[src/rtl/pbclk_div_pkg.sv]
package pbclk_div_pkg;

  // bus address decode; the set and clear aliases act on the enable bit only
  typedef enum logic [1:0] {
    ADDR_MAIN = 2'd0,
    ADDR_SET  = 2'd1,
    ADDR_CLR  = 2'd2,
    ADDR_NONE = 2'd3
  } pbAddr_e;

  // strobes from control to datapath
  typedef struct packed {
    logic loadDiv;  // pending ratio is loaded at this period boundary
    logic enReq;    // enable level to adopt at the next boundary
  } pbStb_t;

endpackage

[src/rtl/pbclk_ctrl.sv]
module pbclk_ctrl
  import pbclk_div_pkg::*;
#(
  parameter int DIV_W     = 7,
  parameter int DATA_W    = 16,
  parameter int EN_BIT    = 15,
  parameter int RDY_BIT   = 11,
  parameter int RESET_DIV = 1
) (
  input  logic              clk,
  input  logic              rstN,
  input  logic              unlockOk,
  input  logic              busWe,
  input  logic [1:0]        busAddr,
  input  logic [DATA_W-1:0] busWdata,
  input  logic              periodEnd,
  output pbStb_t            stb,
  output logic [DIV_W-1:0]  newDiv,
  output logic [DATA_W-1:0] busRdata
);

  logic             pend;
  logic             enReg;
  logic [DIV_W-1:0] divField;
  logic             wrMain;
  logic             wrSet;
  logic             wrClr;
  logic             acceptDiv;
  logic             unusedBits;

  assign wrMain    = busWe && (busAddr == ADDR_MAIN);
  assign wrSet     = busWe && (busAddr == ADDR_SET) && busWdata[EN_BIT];
  assign wrClr     = busWe && (busAddr == ADDR_CLR) && busWdata[EN_BIT];
  assign acceptDiv = wrMain && unlockOk && !pend;
  assign unusedBits = ^busWdata;

  always_ff @(posedge clk or negedge rstN) begin
    if (!rstN) begin
      pend     <= 1'b0;
      enReg    <= 1'b0;
      divField <= DIV_W'(RESET_DIV);
    end else begin
      if (acceptDiv) begin
        divField <= busWdata[DIV_W-1:0];
        pend     <= 1'b1;
      end else if (pend && periodEnd) begin
        pend <= 1'b0;
      end
      if (wrMain) enReg <= busWdata[EN_BIT];
      else if (wrSet) enReg <= 1'b1;
      else if (wrClr) enReg <= 1'b0;
    end
  end

  always_comb begin
    stb.loadDiv = pend && periodEnd;
    stb.enReq   = enReg;
    newDiv      = divField;
  end

  always_comb begin
    busRdata                = '0;
    busRdata[DIV_W-1:0]     = divField;
    busRdata[RDY_BIT]       = !pend;
    busRdata[EN_BIT]        = enReg;
  end

endmodule

[src/rtl/pbclk_dpath.sv]
module pbclk_dpath
  import pbclk_div_pkg::*;
#(
  parameter int DIV_W     = 7,
  parameter int RESET_DIV = 1
) (
  input  logic             clk,
  input  logic             rstN,
  input  pbStb_t           stb,
  input  logic [DIV_W-1:0] newDiv,
  output logic             periodEnd,
  output logic             pbClk
);

  localparam logic [DIV_W-1:0] ONE = DIV_W'(1);
  localparam logic [DIV_W:0]   TWO = (DIV_W+1)'(2);

  logic [DIV_W-1:0] cnt;
  logic [DIV_W-1:0] liveDiv;
  logic             enLive;
  logic             hiQ;
  logic             gateN;
  logic             ratioOne;
  logic [DIV_W:0]   highLen;
  logic [DIV_W:0]   cntNext;

  // high phase length = ceil(ratio/2) with ratio = field + 1
  assign highLen   = ({1'b0, liveDiv} + TWO) >> 1;
  assign cntNext   = {1'b0, cnt + ONE};
  assign periodEnd = (cnt == liveDiv);
  assign ratioOne  = (liveDiv == '0);

  always_ff @(posedge clk or negedge rstN) begin
    if (!rstN) begin
      cnt     <= '0;
      liveDiv <= DIV_W'(RESET_DIV);
      enLive  <= 1'b0;
      hiQ     <= 1'b0;
    end else if (periodEnd) begin
      cnt    <= '0;
      enLive <= stb.enReq;
      hiQ    <= stb.enReq;
      if (stb.loadDiv) liveDiv <= newDiv;
    end else begin
      cnt <= cnt + ONE;
      hiQ <= enLive && (cntNext < highLen);
    end
  end

  // gate for the pass-through mode changes only while clk is low
  always_ff @(negedge clk or negedge rstN) begin
    if (!rstN) gateN <= 1'b0;
    else       gateN <= enLive && ratioOne;
  end

  assign pbClk = ratioOne ? (clk & gateN) : hiQ;

endmodule

[src/rtl/pbclk_div.sv]
module pbclk_div
  import pbclk_div_pkg::*;
#(
  parameter int DIV_W     = 7,
  parameter int DATA_W    = 16,
  parameter int EN_BIT    = 15,
  parameter int RDY_BIT   = 11,
  parameter int RESET_DIV = 1
) (
  input  logic              clk,
  input  logic              rstN,
  input  logic              unlockOk,
  input  logic              busWe,
  input  logic [1:0]        busAddr,
  input  logic [DATA_W-1:0] busWdata,
  output logic [DATA_W-1:0] busRdata,
  output logic              pbClk
);

  pbStb_t           stb;
  logic [DIV_W-1:0] newDiv;
  logic             periodEnd;

  pbclk_ctrl #(
    .DIV_W(DIV_W), .DATA_W(DATA_W), .EN_BIT(EN_BIT),
    .RDY_BIT(RDY_BIT), .RESET_DIV(RESET_DIV)
  ) ctrl_i (
    .clk(clk), .rstN(rstN), .unlockOk(unlockOk), .busWe(busWe),
    .busAddr(busAddr), .busWdata(busWdata), .periodEnd(periodEnd),
    .stb(stb), .newDiv(newDiv), .busRdata(busRdata)
  );

  pbclk_dpath #(
    .DIV_W(DIV_W), .RESET_DIV(RESET_DIV)
  ) dpath_i (
    .clk(clk), .rstN(rstN), .stb(stb), .newDiv(newDiv),
    .periodEnd(periodEnd), .pbClk(pbClk)
  );

endmodule

[config.mk]
export PLATFORM = sky130hd
export DESIGN_NAME = pbclk_div
export DESIGN_NICKNAME = d
export VERILOG_FILES = /design/src/rtl/pbclk_div_pkg.sv /design/src/rtl/pbclk_ctrl.sv /design/src/rtl/pbclk_dpath.sv /design/src/rtl/pbclk_div.sv
export SDC_FILE = /design/constraint.sdc
export NUM_CORES = 1
export LEC_CHECK = 0
export BUFFER_PORTS_ARGS = -buffer_cell sky130_fd_sc_hd__buf_2
export CORE_MARGIN = 2
export CORE_UTILIZATION = 47
export DETAILED_ROUTE_END_ITERATION = 7
export GPL_TIMING_DRIVEN = 0
export PLACE_DENSITY = 0.73
export SLEW_MARGIN = 10
export SYNTH_ARGS = -nofsm -noshare
export SYNTH_HDL_FRONTEND = slang
export SYNTH_SLANG_ARGS = --single-unit
[constraint.sdc]
create_clock -name clk -period 1.6 [get_ports clk]
set_input_delay 0.24 -clock clk [delete_from_list [all_inputs] [get_ports clk]]
set_output_delay 0.24 -clock clk [all_outputs]
set_load 0.05 [all_outputs]
Word level (Yosys, flattened, before mapping)
Index checks and enable logic that the tools add are counted.
- word-level logic and storage cells: 39
- output and inout port bits: 17
- input bits: 22
- bits in registers: 26
- $lt $le $gt $ge: 1
- bitwise logic cells: 1
- add/subtract/negate cells: 2
- reductions and logical operators: 16
- mux-type cells: 8
- equal/unequal tests: 3
- operators by type and width (kind ; count):
    1-bit logical AND ; 10
    7-bit by 2-bit adder with 8-bit output, second input constant ; 1
    7-bit by 1-bit adder with 7-bit output, second input constant ; 1
    7-bit equality test ; 1
    7-bit zero test ; 1
    7-bit less-than comparator ; 1
    1-bit two-way mux ; 7
    7-bit two-way mux ; 1
    3-bit nonzero test ; 1
    2-bit by 1-bit equality test with 1-bit output, second input constant ; 1
    2-bit equality test, second input constant ; 1
    2-bit zero test ; 1
    2-bit AND reduction ; 1
    2-bit nonzero test ; 1
    1-bit bitwise AND ; 1
    1-bit zero test ; 1

Logic depth before layout (Yosys ltp)
Gate-level depths: netlist of the first run.
- depth in word-level cells: 6
- gate-level depth with buffers: 8
- gate-level depth less buffers: 8

Modules after synthesis
Synthesis of the first run repeated with hierarchy kept, for this count alone.
- cells, all modules: 134
- area total of the unflattened synthesis: 1541.5 um2
- modules (own cells, without submodules) (module ; cells each ; sequential area each (um2) ; instances ; area an instance (um2)):
    pbclk_dpath ; 92 ; 426.7 ; 1 ; 1037.2
    pbclk_ctrl ; 42 ; 226.5 ; 1 ; 504.2

==> results.json, run 1 <==
{
  "slew_viol_final": 0,
  "netlist_area_um2": 1460,
  "die_y_um": 59.7,
  "overflow": 0,
  "cp-start-kind": "register",
  "yosys_warnings": 0,
  "grt.total_usage_pct": 19.6,
  "synthDistinctLibCells": 34,
  "layout_common_cells": "buf_2, dfrtp_1, buf_4",
  "endpoint_kind": "output pin",
  "die_area_um2": 3560,
  "antenna_left": 0,
  "grt_max_degree": 27,
  "path_max_fanout": 1,
  "fin_nets": 204,
  "port_buffers": 23,
  "io_pins": 39,
  "syn_inst": 124,
  "path_class": "register to output pin",
  "clkTransAtPathRegs_ps": 140,
  "clock_skew_ps": 4.08,
  "antenna_found_initial": 0,
  "ir_drop_v": 0.00135,
  "grt_pass1_wl_mm": 4.94,
  "p_switching_w": 0.00196,
  "fillers": 239,
  "busiest_layer": "met2",
  "ff2ff_path_depth": 7,
  "p_leak_nw": 0.941,
  "grt_pass1_vias": 1125,
  "power_per_cell_area_nw_per_um2": 2170,
  "worstPathRequired_ps": 1360,
  "drt-vias-per-instance": 5.25,
  "syn_avg_cell_area_um2": 11.7,
  "place.gp.congestion": 0.857,
  "seqPwrFrac_pct": 29.6,
  "pwr-share-clk_pct": 12.4,
  "r2r_start": "dpath_i.liveDiv[4]",
  "setup_viol": 16,
  "fp.dieW_um": 59.7,
  "violations": "setup timing",
  "layout_setup_ws_ps": -640,
  "drtIter0Drc": 17,
  "grt_use_met1_pct": 21.9,
  "layout_commonest_cell": "buf_2",
  "p_comb_share_pct": 58.0,
  "switching_share_pct": 46.2,
  "cp.arrival_ps": 2000,
  "wire_per_inst_um": 15.8,
  "initial_core_util_pct": 48.5,
  "r2r_slack_ps": -440,
  "synth-seq-area-share_pct": 44.8,
  "area_growth_pct": 34.4,
  "vias": 1081,
  "antenna_cells": 0,
  "maxSlewHeadroom_pct": 61.1,
  "drive_gt1_share_pct": 54.9,
  "cts_tree": "done",
  "dp_hpwl_mm": 2.02,
  "grt_use_met3_pct": 4.98,
  "maxCapViolations": 0,
  "yosys_register_bits": 26,
  "drc_errors": 0,
  "reg2reg_to": "dpath_i.hiQ",
  "row_count": 20,
  "status": "complete, but fails checks",
  "dp_slack_ps": -369,
  "gr-usage-met2_pct": 33.1,
  "clock_latency_ps": 430,
  "p_int_w": 0.00229,
  "worst_pin_slew_ps": 584,
  "rsz0062_at_grt": "true",
  "total_power_w": 0.00425,
  "drt_first_pass_iters": 4,
  "hold_class": "primary input to register",
  "wl_mm": 3.25,
  "worstSetupEndpoint": "pbClk",
  "core_area_um2": 3000,
  "crit_start": "dpath_i.gateN",
  "hold_violations": 0
}
==> flip-flops by register name, indices dropped and copies added, names as in the netlist <==
name,count
ctrl_i.enReg,1
dpath_i.liveDiv,7
dpath_i.hiQ,1
ctrl_i.pend,1
dpath_i.gateN,1
dpath_i.cnt,7
ctrl_i.newDiv,7
dpath_i.enLive,1
==> worst max-delay path, stage by stage (launching register included) <==
cell	delay, ps
dfrtn_1	430
nand2_2	70
o21ai_4	120
buf_6	170
==> cell usage after synthesis (all sizes together) <==
| cell | count | share of area, % |
|---|---|---|
| o221ai | 1 | 0.60 |
| nand2b | 2 | 0.86 |
| dfstp | 2 | 3.6 |
| nor4 | 2 | 1.9 |
| buf | 10 | 5.2 |
| o41ai | 1 | 1.1 |
| ha | 8 | 6.9 |
| a21o | 2 | 1.0 |
| o2111ai | 1 | 0.60 |
| nor2 | 5 | 1.3 |
| and2 | 1 | 0.43 |
| mux2 | 14 | 11 |
| xor2 | 13 | 7.8 |
| o21ai | 3 | 1.0 |
| inv | 3 | 0.77 |
| dfrtp | 23 | 40 |
| dfrtn | 1 | 1.7 |
| conb | 1 | 0.26 |
| o21bai | 1 | 0.52 |
| nor3 | 2 | 1.5 |
| and3 | 1 | 0.52 |
| a21boi | 2 | 1.0 |
| nand3b | 1 | 0.52 |
| nand3 | 8 | 3.6 |
| a21oi | 1 | 0.34 |
| nand2 | 6 | 1.5 |
| xnor2 | 3 | 1.8 |
| nor2b | 5 | 2.1 |
| nor4b | 1 | 1.0 |
==> metrics by stage <==
step	util, %	hold WS, ps	area [um^2]	instances	setup TNS, ps
after CTS	62.9	21.8	1890	206	-2490
after global routing	65.2	16.0	1960	206	-2720
final	65.2	34.5	1960	206	-2110
after global placement	55.4	260	1660	186	-2880
after floorplan	-	-55.6	1510	130	-415
after detailed placement	55.4	271	1660	186	-3500
==> routing by layer <==
metal | vias up | share of wire [%]
met5 | - | 0
met4 | 0 | 2.1
met3 | 6 | 3.1
met2 | 25 | 56
met1 | 541 | 39
li1 | 509 | -
==> area by class of cell <==
type / instances / area, um^2 / share of cell area (%)
Sequential cell: 26 / 656 / 33.5
Multi-Input combinational cell: 91 / 862 / 44.1
Clock buffer: 8 / 70.1 / 3.58
Timing Repair Buffer: 36 / 245 / 12.5
Inverter: 3 / 11.3 / 0.575
Tap cell: 33 / 41.3 / 2.11
Buffer: 9 / 71.3 / 3.64
==> power groups by stage <==
stage	Sequential, W	Combinational (W)	Clock [W]
global placement	0.00126	0.00186	0.0000644
finish	0.00126	0.00247	0.000528
detailed placement	0.00128	0.00191	0.0000644
global route	0.00129	0.00262	0.000576
CTS	0.00123	0.00231	0.000541
floorplan	0.00153	0.00124	0.0000565
==> how the worst min path moves through the flow <==
stage	from	end	slack, ps	cells past startpoint
final	busWdata[4]	ctrl_i.newDiv[4]	30	2
after detailed placement	rstN	ctrl_i.newDiv[5]	270	1
after global routing	busWdata[3]	ctrl_i.newDiv[3]	20	2
after CTS	busWdata[3]	ctrl_i.newDiv[3]	20	2
after floorplan	rstN	ctrl_i.enReg	-60	0
after global placement	rstN	ctrl_i.newDiv[6]	260	1
==> repair_timing <==
item	4_1_cts	5_1_grt
endpoints found under the setup margin	25	24
gates resized for setup	16	14
hold endpoints to repair	23	0
setup buffers	12	1
pin swaps	5	4
hold buffers	1	0
==> logic make-up (layout without fill, tap and decap cells) <==
| logic type | Yosys count | in the layout | synth area share, % |
|---|---|---|---|
| adders and majority gates | 8 | 8 | 6.87 |
| xor gates and xnor gates | 16 | 16 | 9.62 |
| AOI/OAI and AO/OA | 12 | 12 | 6.27 |
| muxes | 14 | 14 | 10.8 |
| buffers and inverters | 13 | 56 | 6.01 |
| DFF | 26 | 26 | 44.8 |
| other | 1 | 7 | 0.257 |
| and+or+nand+nor | 34 | 34 | 15.3 |
Note: power is estimated with default switching activity, not from simulation.
==> run 2: changes to the inputs <==
--- a/config.mk
+++ b/config.mk
@@ -5,6 +5,7 @@
 export SDC_FILE = /design/constraint.sdc
 export NUM_CORES = 1
 export LEC_CHECK = 0
+export ABC_AREA = 1
 export BUFFER_PORTS_ARGS = -buffer_cell sky130_fd_sc_hd__buf_2
 export CORE_MARGIN = 2
 export CORE_UTILIZATION = 47
==> results.json, run 2 <==
{
  "path_class": "register to output pin",
  "ir_drop_v": 0.00113,
  "clock_latency_ps": 430,
  "wl_mm": 3.15,
  "grt_pass1_vias": 1190,
  "overflow": 0,
  "synthSimpleGateAreaFrac_pct": 27.3,
  "fin_nets": 270,
  "drt_first_pass_iters": 4,
  "fp.dieW_um": 61.8,
  "hold_class": "primary input to register",
  "dp_hpwl_mm": 2.16,
  "antenna_found_initial": 0,
  "layout_common_cells": "nand2_1, buf_2, inv_1, buf_4, dfrtp_1",
  "synth_top_family_by_area": "simple AND/OR/NAND/NOR gates",
  "port_buffers": 23,
  "worstPathRequired_ps": 1360,
  "power_per_cell_area_nw_per_um2": 2070,
  "drtIter0Drc": 41,
  "synth_top_cell_by_area": "dfrtp_1",
  "multiInputGateArea_um2": 857,
  "yosysMostFrequentCell": "nand2_1",
  "ys_top_cells_by_area": "dfrtp_1, nand2_1, ha_1",
  "rsz0062_at_grt": "true",
  "ff2ff_path_depth": 13,
  "clkTransAtPathRegs_ps": 140,
  "synth.area.mux_share_pct": 5.02,
  "yosys_warnings": 0,
  "reg2reg_to": "dpath_i.hiQ",
  "whs_endpoint": "ctrl_i.newDiv[4]",
  "initial_core_util_pct": 50.2,
  "worst_pin_slew_ps": 563,
  "synth-seq-area-share_pct": 41.6,
  "hold_depth": 2,
  "grt.total_usage_pct": 18.6,
  "maxSlewHeadroom_pct": 62.5,
  "slew_viol_final": 0,
  "antenna_cells": 0,
  "wire_per_inst_um": 11.1,
  "cts_tree": "done",
  "r2r_start": "dpath_i.cnt[1]",
  "status": "complete, but fails checks",
  "row_count": 20,
  "synth_compound_area_share_pct": 3.19,
  "synth-main-ff-cell": "dfrtp_1",
  "synthDistinctLibCells": 27,
  "p_leak_nw": 1.07,
  "antenna_left": 0,
  "drc_errors": 0,
  "hold_violations": 0,
  "setup_viol": 4,
  "synth_fa_ha_area_share_pct": 6.37,
  "drive_gt1_share_pct": 38.1,
  "fin_area_um2": 2020,
  "clock_skew_ps": 1.96,
  "vias": 1297,
  "die_y_um": 61.8,
  "endpoint_kind": "output pin",
  "violations": "setup timing",
  "maxCapViolations": 0,
  "cp.arrival_ps": 2060,
  "place.gp.congestion": 0.783,
  "dp_slack_ps": -618,
  "synth_edf_count": 0,
  "synth_common_cells": "nand2_1, dfrtp_1, inv_1",
  "layout_commonest_cell": "nand2_1",
  "core_area_um2": 3130,
  "r2r_slack_ps": -320,
  "drt-vias-per-instance": 4.58,
  "grt_max_degree": 27,
  "path_max_fanout": 1,
  "grt_pass1_wl_mm": 5.20,
  "yosys_register_bits": 26,
  "crit_start": "dpath_i.gateN",
  "synthArstFlopShare_pct": 100,
  "netlist_area_um2": 1570,
  "fillers": 273,
  "syn_inst": 190,
  "syn_avg_cell_area_um2": 8.26,
  "min_from": "busWdata[4]",
  "register_area_um2": 657,
  "layout_setup_ws_ps": -700,
  "io_pins": 39,
  "final_util_pct": 64.5,
  "total_power_w": 0.00418,
  "die_area_um2": 3820,
  "synth_xor_xnor_area_share_pct": 5.02,
  "cp-start-kind": "register",
  "synth_top_area_share_pct": 36.7,
  "area_growth_pct": 28.5,
  "dpl_cell_area_um2": 1780
}
## run 2: changes by cell type after synthesis, moves of 7 or more
cell,change
xor2_1,-7
nor2_1,+10
mux2_2,-7
nand3_1,+7
inv_1,+19
nand2_1,+43
## run 2: per-layer routing
metal | vias up | global-route usage [%] | part of all wire, %
met5 | - | 0 | 0
met4 | 0 | 4.86 | 0.48
met3 | 3 | 3.93 | 4.4
met2 | 29 | 30.2 | 48
met1 | 583 | 25.4 | 48
li1 | 682 | - | -
## run 2: logic make-up (layout without fill, tap and decap cells)
| logic type | Yosys count | count (layout) |
|---|---|---|
| compound gates | 9 | 9 |
| xor+xnor | 9 | 9 |
| fa+ha+maj | 8 | 8 |
| buf+inv | 35 | 78 |
| flops | 26 | 26 |
| mux | 7 | 7 |
| other cells | 1 | 7 |
| simple gates | 95 | 95 |
## run 2: worst max path at each step
stage | to | slack [ps]
after floorplan | pbClk | -360
after CTS | pbClk | -720
after global placement | dpath_i.hiQ | -590
after global routing | pbClk | -760
final | pbClk | -700
after detailed placement | dpath_i.hiQ | -620
## run 2: repair_timing
item	in CTS	in global routing
hold buffers	1	0
setup buffers	7	4
gates resized for setup	14	10
cloned	0	1
endpoints found under the setup margin	4	18
endpoints found under the hold margin	23	0
pin swaps	7	5
## run 2: layout make-up
type,instances,area share [%]
plain buffers,10,4.09
well taps,44,2.73
inverters,25,4.65
multi-input cells,135,42.5
repair buffers,35,10.5
flip-flops and latches,26,32.5
clock buffers,8,2.98
## run 2: report_power, final
part,internal (W),total [W],switching (W)
registers,0.000956,0.00123,0.000276
clock network,0.000213,0.000481,0.000269
logic,0.000968,0.00247,0.00150
## run 2: per-stage QoR
stage / hold slack (ps) / setup TNS [ps] / cells
2_1_floorplan: -55.6 / -815 / 196
3_3_place_gp: 269 / -1080 / 263
3_5_place_dp: 274 / -1120 / 263
4_1_cts: 19.1 / -1330 / 278
5_1_grt: 10.3 / -1620 / 283
6_report: 29.4 / -1260 / 283
## run 2: worst max-delay path, stage by stage, from the launching register on
cell	delay [ps]
dfrtn_1	420
nand2_2	60
o31ai_4	170
buf_6	180
